### src/rtl/zdiv_pkg.sv
package zdiv_pkg;
  typedef enum logic {
    MODE_UNS = 1'b0,
    MODE_SGN = 1'b1
  } zdiv_mode_e;

  localparam int DEF_CAUSE_W = 5;
  localparam int DEF_DZ_CODE = 5;
endpackage

### src/rtl/zdiv_sign_prep.sv
module zdiv_sign_prep
  import zdiv_pkg::*;
#(
  parameter int W = 32
) (
  input  logic [W-1:0] dvd_i,
  input  logic [W-1:0] dvs_i,
  input  zdiv_mode_e   mode_i,
  output logic [W-1:0] dvd_mag_o,
  output logic [W-1:0] dvs_mag_o,
  output logic         neg_o,
  output logic         dvs_zero_o
);
  logic dvd_neg;
  logic dvs_neg;

  always_comb begin
    dvd_neg    = (mode_i == MODE_SGN) && dvd_i[W-1];
    dvs_neg    = (mode_i == MODE_SGN) && dvs_i[W-1];
    dvd_mag_o  = dvd_neg ? (~dvd_i + 1'b1) : dvd_i;
    dvs_mag_o  = dvs_neg ? (~dvs_i + 1'b1) : dvs_i;
    neg_o      = dvd_neg ^ dvs_neg;
    dvs_zero_o = (dvs_i == '0);
  end
endmodule

### src/rtl/zdiv_core.sv
module zdiv_core #(
  parameter int W = 32
) (
  input  logic         clk,
  input  logic         rst_n,
  input  logic         load_i,
  input  logic         zero_i,
  input  logic         neg_i,
  input  logic [W-1:0] dvd_mag_i,
  input  logic [W-1:0] dvs_mag_i,
  output logic         busy_o,
  output logic         done_o,
  output logic [W-1:0] quot_o
);
  localparam int CW = $clog2(W + 1);

  logic          busy_q, busy_d;
  logic          done_q, done_d;
  logic          neg_q, neg_d;
  logic [CW-1:0] cnt_q, cnt_d;
  logic [W-1:0]  rem_q, rem_d;
  logic [W-1:0]  acc_q, acc_d;
  logic [W-1:0]  dvs_q, dvs_d;
  logic [W-1:0]  quot_q, quot_d;

  logic [W:0]    trial;
  logic          fits;
  logic [W-1:0]  rem_step;
  logic [W-1:0]  acc_step;
  logic          last;

  always_comb begin
    trial    = {rem_q, acc_q[W-1]} - {1'b0, dvs_q};
    fits     = ~trial[W];
    rem_step = fits ? trial[W-1:0] : {rem_q[W-2:0], acc_q[W-1]};
    acc_step = {acc_q[W-2:0], fits};
    last     = (cnt_q == CW'(1));
  end

  always_comb begin
    busy_d = busy_q;
    done_d = 1'b0;
    neg_d  = neg_q;
    cnt_d  = cnt_q;
    rem_d  = rem_q;
    acc_d  = acc_q;
    dvs_d  = dvs_q;
    quot_d = quot_q;
    if (load_i) begin
      if (zero_i) begin
        done_d = 1'b1;
        quot_d = '0;
      end else begin
        busy_d = 1'b1;
        cnt_d  = CW'(W);
        rem_d  = '0;
        acc_d  = dvd_mag_i;
        dvs_d  = dvs_mag_i;
        neg_d  = neg_i;
      end
    end else if (busy_q) begin
      rem_d = rem_step;
      acc_d = acc_step;
      cnt_d = cnt_q - CW'(1);
      if (last) begin
        busy_d = 1'b0;
        done_d = 1'b1;
        quot_d = neg_q ? (~acc_step + 1'b1) : acc_step;
      end
    end
  end

  always_ff @(posedge clk or negedge rst_n) begin
    if (!rst_n) begin
      busy_q <= 1'b0;
      done_q <= 1'b0;
      neg_q  <= 1'b0;
      cnt_q  <= '0;
      rem_q  <= '0;
      acc_q  <= '0;
      dvs_q  <= '0;
      quot_q <= '0;
    end else begin
      busy_q <= busy_d;
      done_q <= done_d;
      neg_q  <= neg_d;
      cnt_q  <= cnt_d;
      rem_q  <= rem_d;
      acc_q  <= acc_d;
      dvs_q  <= dvs_d;
      quot_q <= quot_d;
    end
  end

  assign busy_o = busy_q;
  assign done_o = done_q;
  assign quot_o = quot_q;
endmodule

### src/rtl/zdiv_trap.sv
module zdiv_trap #(
  parameter int CAUSE_W = 5,
  parameter int DZ_CODE = 5
) (
  input  logic               clk,
  input  logic               rst_n,
  input  logic               accept_i,
  input  logic               zero_i,
  input  logic               exc_en_i,
  input  logic               supp_i,
  output logic               dz_flag_o,
  output logic               exc_req_o,
  output logic [CAUSE_W-1:0] cause_o
);
  logic               flag_q, flag_d;
  logic               req_q, req_d;
  logic [CAUSE_W-1:0] cause_q, cause_d;
  logic               raise;

  always_comb begin
    raise   = accept_i && zero_i && exc_en_i && !supp_i;
    flag_d  = flag_q;
    req_d   = raise;
    cause_d = cause_q;
    if (accept_i) flag_d = zero_i;
    if (raise) cause_d = CAUSE_W'(DZ_CODE);
  end

  always_ff @(posedge clk or negedge rst_n) begin
    if (!rst_n) begin
      flag_q  <= 1'b0;
      req_q   <= 1'b0;
      cause_q <= '0;
    end else begin
      flag_q  <= flag_d;
      req_q   <= req_d;
      cause_q <= cause_d;
    end
  end

  assign dz_flag_o = flag_q;
  assign exc_req_o = req_q;
  assign cause_o   = cause_q;
endmodule

### src/rtl/zdiv_unit.sv
module zdiv_unit
  import zdiv_pkg::*;
#(
  parameter int W       = 32,
  parameter int CAUSE_W = DEF_CAUSE_W,
  parameter int DZ_CODE = DEF_DZ_CODE
) (
  input  logic               clk,
  input  logic               rst_n,
  input  logic               start_i,
  input  logic [W-1:0]       dividend_i,
  input  logic [W-1:0]       divisor_i,
  input  logic               signed_i,
  input  logic               exc_en_i,
  input  logic               dz_supp_i,
  output logic               busy_o,
  output logic               done_o,
  output logic [W-1:0]       quot_o,
  output logic               dz_flag_o,
  output logic               exc_req_o,
  output logic [CAUSE_W-1:0] exc_cause_o
);
  logic         accept;
  logic [W-1:0] dvd_mag;
  logic [W-1:0] dvs_mag;
  logic         neg;
  logic         dvs_zero;
  zdiv_mode_e   mode;

  assign mode   = signed_i ? MODE_SGN : MODE_UNS;
  assign accept = start_i && !busy_o;

  zdiv_sign_prep #(.W(W)) u_prep (
    .dvd_i      (dividend_i),
    .dvs_i      (divisor_i),
    .mode_i     (mode),
    .dvd_mag_o  (dvd_mag),
    .dvs_mag_o  (dvs_mag),
    .neg_o      (neg),
    .dvs_zero_o (dvs_zero)
  );

  zdiv_core #(.W(W)) u_core (
    .clk       (clk),
    .rst_n     (rst_n),
    .load_i    (accept),
    .zero_i    (dvs_zero),
    .neg_i     (neg),
    .dvd_mag_i (dvd_mag),
    .dvs_mag_i (dvs_mag),
    .busy_o    (busy_o),
    .done_o    (done_o),
    .quot_o    (quot_o)
  );

  zdiv_trap #(.CAUSE_W(CAUSE_W), .DZ_CODE(DZ_CODE)) u_trap (
    .clk       (clk),
    .rst_n     (rst_n),
    .accept_i  (accept),
    .zero_i    (dvs_zero),
    .exc_en_i  (exc_en_i),
    .supp_i    (dz_supp_i),
    .dz_flag_o (dz_flag_o),
    .exc_req_o (exc_req_o),
    .cause_o   (exc_cause_o)
  );
endmodule

### config.mk
export PLATFORM = sky130hd
export DESIGN_NAME = zdiv_unit
export DESIGN_NICKNAME = d
export VERILOG_FILES = /design/src/rtl/zdiv_pkg.sv /design/src/rtl/zdiv_sign_prep.sv /design/src/rtl/zdiv_core.sv /design/src/rtl/zdiv_trap.sv /design/src/rtl/zdiv_unit.sv
export SDC_FILE = /design/constraint.sdc
export NUM_CORES = 1
export LEC_CHECK = 0
export ABC_AREA = 0
export BUFFER_PORTS_ARGS = -buffer_cell sky130_fd_sc_hd__buf_2
export CAP_MARGIN = 30
export CORE_ASPECT_RATIO = 1.25
export CORE_MARGIN = 2
export CORE_UTILIZATION = 30
export CTS_BUF_LIST = sky130_fd_sc_hd__clkbuf_8 sky130_fd_sc_hd__clkbuf_16
export DETAILED_ROUTE_END_ITERATION = 10
export GPL_TIMING_DRIVEN = 0
export SLEW_MARGIN = 20
export SYNTH_ARGS = -nofsm -noshare
export SYNTH_HDL_FRONTEND = slang
export SYNTH_SLANG_ARGS = --single-unit
### constraint.sdc
create_clock -name clk -period 6.5 [get_ports clk]
set_input_delay 0.325 -clock clk [delete_from_list [all_inputs] [get_ports clk]]
set_output_delay 0.325 -clock clk [all_outputs]
set_load 0.005 [all_outputs]
Word level (Yosys, flattened, before mapping) --
Index checks and enable logic that the tools add are counted.
Word-level totals: register bits 140, input bits 70, output and inout port bits 41, logic and storage cells 65
Cells by class: $add $sub $neg 5, eq/ne operators 3, multiplexer cells 26, bitwise gates (word level) 6, reductions and logical operators 14
Operator list (count):
- 2-to-1 mux 32 bit | 14
- adder 32 x 1 -> 32 bit (second input constant) | 3
- NOT 32 bit | 3
- subtractor 33 x 32 -> 33 bit | 1
- zero test 32 bit | 1
- 2-to-1 mux 6 bit | 3
- 2-to-1 mux 1 bit | 9
- == test 6 x 1 -> 1 bit (second input constant) | 1
- logical AND 1 bit | 6
- subtractor 6 x 1 -> 6 bit (second input constant) | 1
- inequality test 2 bit (second input constant) | 2
- AND reduction 2 bit | 2
- nonzero test 2 bit | 2
- AND reduction 3 bit | 1
- zero test 1 bit | 2
- NOT 1 bit | 2
- bitwise XOR 1 bit | 1

Longest topological paths before layout --
Gate-level depths: netlist of run 1.
depth after elaboration 8, gate-level depth with buffers 21, gate-level depth less buffers 18

Cells and area by module --
A second synthesis of run 1 with hierarchy kept.
Second synthesis, totals: cells, all modules 1212, area total of the unflattened synthesis 9889.5 µm²
By module, submodules not included:
- zdiv_core | instances 1, cells an instance 986, area an instance 8286.7 µm², seq. area each 3428.3 µm²
- zdiv_sign_prep | instances 1, cells an instance 211, area an instance 1441.4 µm², seq. area each 0.0 µm²
- zdiv_trap | instances 1, cells an instance 14, area an instance 147.6 µm², seq. area each 75.1 µm²
- zdiv_unit | instances 1, cells an instance 1, area an instance 13.8 µm², seq. area each 0.0 µm²

Least setup slack after synthesis of run 1 --
Ideal clock, no wire load.
kind reg2reg, from register u_core.dvs_q[0], to register u_core.quot_q[30], in the netlist u_core.quot_o[30], library setup time 0.134 ns, arrival time 4.029 ns, required time 6.366 ns, slack 2.337 ns, cell stages (with the launch flop) 20, buffers on the path 2, clock period less this slack 4.163 ns, path through dfrtp_1 ha_1 fa_1 nand2b_1 a21o_1 a21bo_2 a21o_1 a311oi_2 o31ai_2 and2_1 buf_4 inv_4 buf_4 ha_1 nand3_1 or2_1 or3_1 o31ai_1 xor2_1 o21ai_0
Between the ends: word-level cells in the longest chain between the ends 8
RTL lines:
- start: declaration | RTL line zdiv_core.sv:23 | logic [W-1:0] dvs_q, dvs_d;
- start signal: assignment | RTL line zdiv_core.sv:90 | dvs_q <= dvs_d;
- subtractor 33 x 32 -> 33 bit | RTL line zdiv_core.sv:33 | trial = {rem_q, acc_q[W-1]} - {1'b0, dvs_q};
- NOT 1 bit | RTL line zdiv_core.sv:34 | fits = ~trial[W];
- NOT 32 bit | RTL line zdiv_core.sv:68 | quot_d = neg_q ? (~acc_step + 1'b1) : acc_step;
- adder 32 x 1 -> 32 bit | RTL line zdiv_core.sv:68
- 2-to-1 mux 32 bit | RTL line zdiv_core.sv:68
- 2-to-1 mux 32 bit | RTL line zdiv_core.sv:65 | if (last) begin
- 2-to-1 mux 32 bit | RTL line zdiv_core.sv:61 | end else if (busy_q) begin
- 2-to-1 mux 32 bit | RTL line zdiv_core.sv:49 | if (load_i) begin
- end signal: assignment | RTL line zdiv_core.sv:91 | quot_q <= quot_d;
- end: declaration | RTL line zdiv_core.sv:24 | logic [W-1:0] quot_q, quot_d;
No other way between the ends. The select of a mux whose other input is x is not followed. A chain may end at the register's enable or synchronous reset.

Final worst setup path of run 1 --
Ends and elaborated chain as after synthesis.

==> run metrics, run 1 <==
Hold Violations, Final=0; initial antenna violation count=1; Fillers=3399; RSZ-0062 raised after global routing=false; area of the die=0.03435 sq mm; Crit. End Element=register; critical path startpoint=u_core.dvs_q[0]; Setup Viol. Count Final=0; Slew @ Worst Pin=0.7988 ns; ratio of final minimum period to clock period=78.10%; Post-Route WL=around 31000 microns; synth top area cells=dfrtp_1, nand2_1, o21ai_0; # Max-Cap Violations=0; post-route ant nets=0; io pins=111; Synth top area share=about 36%; layout cell share with drive strength beyond 1=13.74%; Relative slew margins=46.55%; status=finished clean; CTS Buffer Depth=2; CP Data Required Time=about 6.8 ns; via count=9305; largest area contributor in the netlist=dfrtp_1; Mapped Area=0.009861 sq mm; total negative slack=0 ns; Final HPWL DP=around 23000 microns; CP max FO=10; residual DRC count=0; DR iter-0 viols=741; routed vias/inst=5.272; Root Driver=clkbuf_16; H-tree Lvls=4; P_leak=0.005050 uW; chip width=166.2 microns; CTS tree=built; Pins Over Slew Limit=0; final net count=between 1000 and 1500; FFs w/ async S/R, synth=100.0%; DRT Pass-1 Iters=5; GRT Residual Overflow=0; top_reg_cell synth=dfrtp_1; Synth cell types=78; gr usage total=17.89%; Routed WL per cell=17.43 microns; clock buffer count from CTS=17; first-pass GRT wire length=49050 microns; Skew-Pair Late Insertion Delay=0.44 ns; Mean Syn Cell Area=8.190 sq um; clk_skew=0.01471 ns; post_cts resized=0; total setup buffers inserted after CTS=0; startpoint of the worst hold path=dz_supp_i; synth warn=0; number of cell rows=74; initial core utilization=30.34%; Post-Synthesis Cells=about 1200; clk sink count=140; Post-synth EDFFs=0; Clock Pin Slew Worst Setup and Hold Paths=approximately 0.07 ns; core area=0.03250 sq mm; min-delay worst type=in -> reg; sequential element share of the synthesized area=35.53%; area grow syn2layout=16.99%; Seq cells post-synth=140; vias in the first global route=slightly above 9000; crit path time final=5.076 ns; CTS Hold Bufs=1; Max VDD drop=between 0.15 and 0.2 mV; Post-Place Setup Slack=1.513 ns; Worst setup SP type=register; min setup slack post-route=1.424 ns; Pwr Density=327.9 mW/mm^2; largest net degree at the start of global routing=94; Setup CP Type=reg -> reg; reg2reg start=u_core.dvs_q[0]; Die Ht=206.7 microns; CP Data Arrival Time=5.37 ns; buffers added on ports=106; GPL Wtd Cong=0.9408; achievable frequency=a little under 0.2 GHz
Yosys cell counts (all sizes together), types with 11 or more instances:
cell type,n
o21ai,125
nor3,27
nor2,91
or3,16
or4,17
a21o,16
inv,61
ha,37
nand2,169
buf,22
clkbuf,45
xor2,55
a31oi,15
xnor2,50
o31ai,18
nand2b,11
dfrtp,140
o22ai,21
a21oi,88
mux2i,29
o211ai,11
nand3,34
layout by cell type, fill, tap and decap left out, types with 10 or more instances in the layout:
cell,Yosys,final
or3_1,15,15
buf_4,10,10
o22ai_1,21,21
nand3_1,34,34
clkbuf_1,45,45
nand2b_1,11,11
a31oi_1,15,15
o211ai_1,11,11
mux2i_1,29,29
nor3_1,25,25
ha_1,37,37
nand2_1,167,167
dfrtp_1,140,140
o31ai_1,17,17
or4_1,16,16
a21oi_1,87,87
o21ai_0,112,112
clkbuf_16,0,17
buf_2,8,113
xor2_1,55,55
o21ai_1,13,13
nor2_1,91,91
xnor2_1,50,50
inv_1,59,59
a21o_1,16,16
cell families (layout without fill, tap and decap cells):
kind of cell	Yosys count	count (layout)	share of synthesized area [%]
and+or+nand+nor	407	407	19.17
AOI/OAI and AO/OA	355	355	22.37
DFF	140	140	35.53
buffers and inverters	128	268	5.608
xor gates and xnor gates	105	105	9.326
adders and majority gates	38	38	4.898
muxes	30	30	3.058
other	1	4	0.03803
critical path: stages, from the launching register on:
cell,delay [ns]
dfrtp_1,0.43
ha_1,0.24
fa_1,0.40
nand2b_1,0.19
a21o_1,0.19
a21bo_2,0.23
a21o_1,0.21
a311oi_2,0.39
o31ai_2,0.23
and2_1,0.19
buf_4,0.19
inv_4,0.18
buf_4,0.25
ha_1,0.23
nand3_1,0.14
or2_1,0.30
or3_1,0.40
o31ai_1,0.29
xor2_1,0.17
o21ai_0,0.08
area by class of cell:
cell class / instances / area, sq um / share of cell area, %
Clock inverter: 15 / 138.9 / 1.204
Clock buffer: 17 / 425.4 / 3.688
Buffer: 67 / 321.6 / 2.787
Sequential cell: 140 / 3503 / 30.37
Antenna cell: 1 / 2.502 / 0.02169
Inverter: 61 / 231.5 / 2.007
Timing Repair Buffer: 108 / 578.1 / 5.011
Multi-Input combinational cell: 938 / 5812 / 50.38
Tap cell: 418 / 523.0 / 4.534
registers in the layout, summed over array words and instances, names as in the netlist, 6 cells and up:
signal and cells:
u_core.rem_q 32, u_core.cnt_q 6, u_core.acc_q 32, u_core.quot_o 32, u_core.dvs_q 32
worst paths after layout:
check / depth (start not counted) / slack, ns / to
max: 19 / 1.42 / u_core.quot_o[30]
min: 2 / 0.05 / u_trap.exc_req_o
max reg2reg: 19 / 1.42 / u_core.quot_o[30]
min reg2reg: 2 / 0.47 / u_trap.dz_flag_o
max in group asynchronous: 3 / 5.29 / u_core.rem_q[4]
min in group asynchronous: 2 / 0.38 / u_core.quot_o[20]
power by group:
part	internal (uW)	switching, uW	total, uW
logic	636	851	1490
registers	1080	250	1330
clock network	508	457	964
total	2230	1560	3780
per-stage QoR:
step | hold slack, ns | utilization, % | instance area (sq um) | instances | power (uW)
finish | 0.05343 | 35.50 | 11540 | 1765 | 3782
global route | 0.05442 | 35.50 | 11540 | 1765 | 4035
CTS | 0.03961 | 35.49 | 11530 | 1764 | 3778
detailed placement | 0.2509 | 33.72 | 10960 | 1731 | 2809
global placement | 0.4570 | 33.61 | 10920 | 1730 | 2767
floorplan | 0.02941 | - | 9868 | 1206 | 2390
per-layer routing:
metal  share of wire [%]  routed length [microns]  up-vias  global-route usage [%]
met2                  47                    14590      308                   31.03
li1                    -                        -     4528                       -
met5                   0                        0        -                       0
met4                 2.0                      607        0                   5.404
met1                  46                    14010     4432                   23.36
met3                 5.0                     1551       37                   2.326
(Power assumes the default switching activity.)
==> inputs of run 2 (changes only) <==
==> constraint.sdc (replaced) <==
create_clock -name clk -period 5 [get_ports clk]
set_input_delay 0.25 -clock clk [delete_from_list [all_inputs] [get_ports clk]]
set_output_delay 0.25 -clock clk [all_outputs]
set_load 0.005 [all_outputs]
==> run metrics, run 2 (same netlist as run 1, synthesis figures left out) <==
Cell Chain, Critical Path=ha_1, fa_1, nand2b_1, a21o_1, a21bo_2, a21o_1, a311oi_4, o31ai_4, and2_1, buf_4, inv_8, buf_6, ha_2, nand3_1, or2_4, o21ai_0, o21ai_0, xnor2_1, o21ai_0 (was ha_1, fa_1, nand2b_1, a21o_1, a21bo_2, a21o_1, a311oi_2, o31ai_2, and2_1, buf_4, inv_4, buf_4, ha_1, nand3_1, or2_1, or3_1, o31ai_1, xor2_1, o21ai_0); Worst path max stage delay=0.42 ns (was 0.43 ns); final core occ=35.70% (was 35.50%); area of the die=0.03435 sq mm (unchanged); fin area=0.01160 sq mm (was 0.01154 sq mm); Setup CP Type=reg -> reg (unchanged); initial antenna violation count=1 (unchanged); final net count=1442 (was 1441); Post-Route WL=30920 microns (was 30760 microns); DRT Pass-1 Iters=5 (unchanged); Relative slew margins=46.37% (was 46.55%); GRT Residual Overflow=0 (unchanged); total negative slack=0 ns (unchanged); clk_skew=0.01377 ns (was 0.01471 ns); min-delay worst type=in -> reg (unchanged); clock buffer count from CTS=17 (unchanged); CP max FO=10 (unchanged); Root Driver=clkbuf_16 (unchanged); area grow syn2layout=17.65% (was 16.99%); Skew-Pair Late Insertion Delay=0.44 ns (about the same); Pins Over Slew Limit=0 (unchanged); achievable frequency=0.2094 GHz (was 0.1970 GHz); Routed WL per cell=17.51 microns (was 17.43 microns); layout cell share with drive strength beyond 1=14.18% (was 13.74%); Slew @ Worst Pin=0.8045 ns (was 0.7988 ns); core area=0.03250 sq mm (unchanged); buffers added on ports=106 (unchanged); Max VDD drop=0.2317 mV (was 0.1774 mV); via count=9363 (was 9305); RSZ-0062 raised after global routing=false (unchanged); most used cell, CP=o21ai_0; clk sink count=140 (unchanged); Setup Viol. Count Final=0 (unchanged); H-tree Lvls=4 (unchanged); vias in the first global route=9117 (was 9110); io pins=111 (unchanged); initial core utilization=30.34% (unchanged); Post-Place Setup Slack=0.01307 ns (was 1.513 ns); most common cell after layout, fill and taps aside=nand2_1 (unchanged); status=finished clean (unchanged); Worst setup SP type=register (unchanged); P_leak=0.005084 uW (was 0.005050 uW); gr usage total=17.89% (about the same); Crit. End Element=register (unchanged); Hold Violations, Final=0 (unchanged); placed instance area=0.01096 sq mm (unchanged); Die Ht=206.7 microns (unchanged); chip width=166.2 microns (unchanged); Slowest-stage cell, CP=dfrtp_1 (unchanged); DR iter-0 viols=710 (was 741); first-pass GRT wire length=49070 microns (was 49050 microns); CP Data Arrival Time=5.07 ns (was 5.37 ns); Final HPWL DP=23390 microns (unchanged); GPL Wtd Cong=0.9408 (unchanged); residual DRC count=0 (unchanged); post-route ant nets=0 (unchanged); Pwr Density=426.9 mW/mm^2 (was 327.9 mW/mm^2); # Max-Cap Violations=0 (unchanged); CTS tree=built (unchanged); most frequent cells in the layout=nand2_1, dfrtp_1, buf_2, o21ai_0, nor2_1 (unchanged); CTS Buffer Depth=2 (unchanged); number of cell rows=74 (unchanged); min setup slack post-route=0.2254 ns (was 1.424 ns); Tot Pwr=4953 uW (was 3782 uW); CP Data Required Time=5.29 ns (was 6.79 ns); crit path time final=4.775 ns (was 5.076 ns); Clock Pin Slew Worst Setup and Hold Paths=0.07 ns (about the same); ratio of final minimum period to clock period=95.49% (was 78.10%); largest net degree at the start of global routing=94 (unchanged); routed vias/inst=5.302 (was 5.272)
==> run 2: changes by cell type in the layout (fill, tap and decap cells not counted), sizes merged <==
cell | previous run | this run
dlygate4sd3 | 1 | 2
==> run 2: final timing paths <==
path,startpoint,to,slack (ns),cells past startpoint
max reg2reg,u_core.dvs_q[0],u_core.quot_o[28],0.23,19
max,u_core.dvs_q[0],u_core.quot_o[28],0.23,19
min,exc_en_i,u_trap.exc_req_o,0.08,2
min in group asynchronous,rst_n,u_core.quot_o[20],0.30,2
max in group asynchronous,rst_n,u_core.rem_q[4],3.85,3
min reg2reg,u_trap.dz_flag_o,u_trap.dz_flag_o,0.48,2
==> run 2: worst max-delay path: cells and delay by family, from the launching register on <==
kind,cells,cell delay [ns]
DFF,1,0.42
buffers and inverters,3,0.51
AOI/OAI and AO/OA,8,1.87
adders and majority gates,3,0.86
and+or+nand+nor,4,0.76
xor gates and xnor gates,1,0.21
==> run 2: layout make-up <==
class | count | area (sq um)
Tap cell | 418 | 523.0
Sequential cell | 140 | 3503
Fill cell | 3393 | 20900
Multi-Input combinational cell | 938 | 5858
Buffer | 67 | 325.3
Inverter | 61 | 236.5
Clock buffer | 17 | 425.4
Clock inverter | 15 | 138.9
Timing Repair Buffer | 109 | 588.1
Antenna cell | 1 | 2.502
==> run 2: routing by layer <==
| layer | wire [microns] | GRT usage (%) | share of wire (%) |
|---|---|---|---|
| met1 | 13990 | 23.36 | 45 |
| met3 | 1597 | 2.326 | 5.2 |
| met4 | 644 | 5.404 | 2.1 |
| met5 | 0 | 0 | 0 |
| met2 | 14680 | 31.06 | 47 |
==> run 2: metrics by stage <==
step | hold slack, ns | std cells
floorplan | -0.04559 | 1206
global placement | 0.4196 | 1730
detailed placement | 0.1759 | 1731
CTS | 0.07417 | 1765
global route | 0.08337 | 1766
finish | 0.08489 | 1766
==> run 2: power breakdown <==
group / leakage, uW / internal [uW] / switching, uW
Sequential: 0.00151 / 1410 / 332
Clock: 0.000274 / 660 / 597
Combinational: 0.00330 / 839 / 1120
Total: 0.00508 / 2900 / 2050
==> run 2: what timing repair did <==
item	CTS	global route
hold buffers	2	0
resized for setup	1	10
pin swaps	0	1
hold endpoints to repair	48	0
setup endpoints to repair	1	5
setup buffers	0	0
==> inputs of run 3 (changes only) <==
--- a/config.mk
+++ b/config.mk
@@ -8,12 +8,15 @@
 export ABC_AREA = 0
 export BUFFER_PORTS_ARGS = -buffer_cell sky130_fd_sc_hd__buf_2
 export CAP_MARGIN = 30
+export CELL_PAD_IN_SITES_DETAIL_PLACEMENT = 0
+export CELL_PAD_IN_SITES_GLOBAL_PLACEMENT = 1
 export CORE_ASPECT_RATIO = 1.25
 export CORE_MARGIN = 2
 export CORE_UTILIZATION = 30
 export CTS_BUF_LIST = sky130_fd_sc_hd__clkbuf_8 sky130_fd_sc_hd__clkbuf_16
 export DETAILED_ROUTE_END_ITERATION = 10
 export GPL_TIMING_DRIVEN = 0
+export PLACE_DENSITY_LB_ADDON = 0.1
 export SLEW_MARGIN = 20
 export SYNTH_ARGS = -nofsm -noshare
 export SYNTH_HDL_FRONTEND = slang
==> run metrics, run 3 (same netlist as run 1, synthesis figures left out) <==
status=finished clean (unchanged); final net count=1441 (was 1442); post-route ant nets=0 (unchanged); H-tree Lvls=4 (unchanged); gr usage total=20.26% (was 17.89%); Routed WL per cell=19.66 microns (was 17.51 microns); total negative slack=0 ns (unchanged); Max VDD drop=0.2527 mV (was 0.2317 mV); min-delay worst type=in -> reg (unchanged); min setup slack post-route=0.1892 ns (was 0.2254 ns); largest net degree at the start of global routing=79 (was 94); Worst setup SP type=register (unchanged); Post-Route WL=34680 microns (was 30920 microns); # Max-Cap Violations=0 (unchanged); io pins=111 (unchanged); GRT Residual Overflow=0 (unchanged); total setup buffers inserted after CTS=0 (unchanged); Hold Violations, Final=0 (unchanged); most used cell, CP=a21o_1 (was o21ai_0); CP Data Arrival Time=5.12 ns (was 5.07 ns); Die Ht=206.7 microns (unchanged); number of cell rows=74 (unchanged); Relative slew margins=48.29% (was 46.37%); Setup Viol. Count Final=0 (unchanged); initial core utilization=30.34% (unchanged); first-pass GRT wire length=53190 microns (was 49070 microns); Slew @ Worst Pin=0.7676 ns (was 0.8045 ns); clock buffer count from CTS=17 (unchanged); ratio of final minimum period to clock period=96.22% (was 95.49%); Worst path max stage delay=0.41 ns (was 0.42 ns); Pins Over Slew Limit=0 (unchanged); achievable frequency=0.2079 GHz (was 0.2094 GHz); GPL Wtd Cong=0.8627 (was 0.9408); dpl cells=1731 (unchanged); most frequent cells in the layout=nand2_1, dfrtp_1, buf_2, o21ai_0, nor2_1 (unchanged); clk sink count=140 (unchanged); Cell Chain, Critical Path=inv_1, ha_1, fa_1, nand2b_1, a21o_1, a21bo_2, a21o_1, a311oi_4, o31ai_4, and2_1, buf_4, inv_8, ha_2, nand3_1, or2_1, or3_1, o31ai_2, xor2_1, o21ai_0 (was ha_1, fa_1, nand2b_1, a21o_1, a21bo_2, a21o_1, a311oi_4, o31ai_4, and2_1, buf_4, inv_8, buf_6, ha_2, nand3_1, or2_4, o21ai_0, o21ai_0, xnor2_1, o21ai_0); DRT Pass-1 Iters=5 (unchanged); core area=0.03250 sq mm (unchanged); via count=9083 (was 9363); Clock Pin Slew Worst Setup and Hold Paths=0.07 ns (about the same); CTS Buffer Depth=2 (unchanged); crit path time final=4.811 ns (was 4.775 ns); routed vias/inst=5.149 (was 5.302); vias in the first global route=9008 (was 9117); Slowest-stage cell, CP=fa_1 (was dfrtp_1); clk_skew=0.01062 ns (was 0.01377 ns); P_leak=0.005087 uW (was 0.005084 uW); initial antenna violation count=0 (was 1); area of the die=0.03435 sq mm (unchanged); layout cell share with drive strength beyond 1=13.89% (was 14.18%); CP max FO=19 (was 10); RSZ-0062 raised after global routing=true (was false); most common cell after layout, fill and taps aside=nand2_1 (unchanged); Skew-Pair Late Insertion Delay=0.43 ns (was 0.44 ns); CP Data Required Time=5.30 ns (was 5.29 ns); Pwr Density=436.4 mW/mm^2 (was 426.9 mW/mm^2); Post-Place Setup Slack=-0.2328 ns (was 0.01307 ns); Setup CP Type=reg -> reg (unchanged); Crit. End Element=register (unchanged); chip width=166.2 microns (unchanged); area grow syn2layout=17.56% (was 17.65%); Final HPWL DP=26850 microns (was 23390 microns); n_diodes=0 (was 1); Root Driver=clkbuf_16 (unchanged); Non-Filler Instances=1764 (was 1766); buffers added on ports=106 (unchanged); residual DRC count=0 (unchanged); DR iter-0 viols=509 (was 710); CTS tree=built (unchanged)
-- run 3: worst paths after layout --
kind	depth (start not counted)	endpoint	start	slack, ns
max in group asynchronous	3	u_core.dvs_q[27]	rst_n	3.85
setup reg to reg	19	u_core.quot_o[30]	u_core.acc_q[31]	0.19
hold reg to reg	2	u_core.quot_o[26]	u_core.quot_o[26]	0.47
min in group asynchronous	2	u_core.done_o	rst_n	0.33
setup / recovery	19	u_core.quot_o[30]	u_core.acc_q[31]	0.19
hold / removal	2	u_trap.exc_req_o	exc_en_i	0.08
-- run 3: where the power goes --
group	switching (uW)	internal, uW	total [uW]
clock network	529	749	1280
logic	1140	829	1970
registers	407	1410	1810
total	2080	2980	5060
-- run 3: layer usage --
layer | share of wire (%) | global-route usage [%] | vias to the layer above
met5 | 0 | 0 | -
met4 | 3.2 | 7.547 | 0
met3 | 3.2 | 2.650 | 41
met2 | 51 | 37.40 | 179
met1 | 43 | 24.08 | 4354
li1 | - | - | 4509
-- run 3: worst max-delay path: cells and delay by family, from the launching register on --
kind	cells	cell delay, ns
compound gates	7	1.55
buf+inv	3	0.43
simple gates	5	1.13
flops	1	0.40
fa+ha+maj	3	0.87
xor+xnor	1	0.30
-- run 3: timing repair --
item,CTS,global route
hold buffers,2,0
pin swaps,1,1
setup endpoints to repair,4,4
gates cloned,0,0
gates resized for setup,4,4
hold endpoints to repair,63,0
-- run 3: cell type report --
type / count / area [sq um]
well taps: 418 / 523.0
plain buffers: 66 / 314.1
clock inverters: 10 / 87.58
inverters: 61 / 236.5
fillers: 3490 / 20910
flip-flops and latches: 140 / 3503
multi-input cells: 938 / 5846
repair buffers: 109 / 588.1
clock buffers: 22 / 494.2
-- run 3: per-stage QoR --
| step | hold WS, ns | instance area (sq um) | utilization (%) | total power, uW |
|---|---|---|---|---|
| final | 0.08108 | 11590 | 35.67 | 5059 |
| after CTS | 0.06976 | 11580 | 35.64 | 5092 |
| after global routing | 0.08478 | 11590 | 35.67 | 5409 |
| after detailed placement | 0.2322 | 10960 | 33.72 | 3802 |
| after floorplan | -0.04559 | 9868 | - | 3107 |
| after global placement | 0.4214 | 10920 | 33.61 | 3790 |
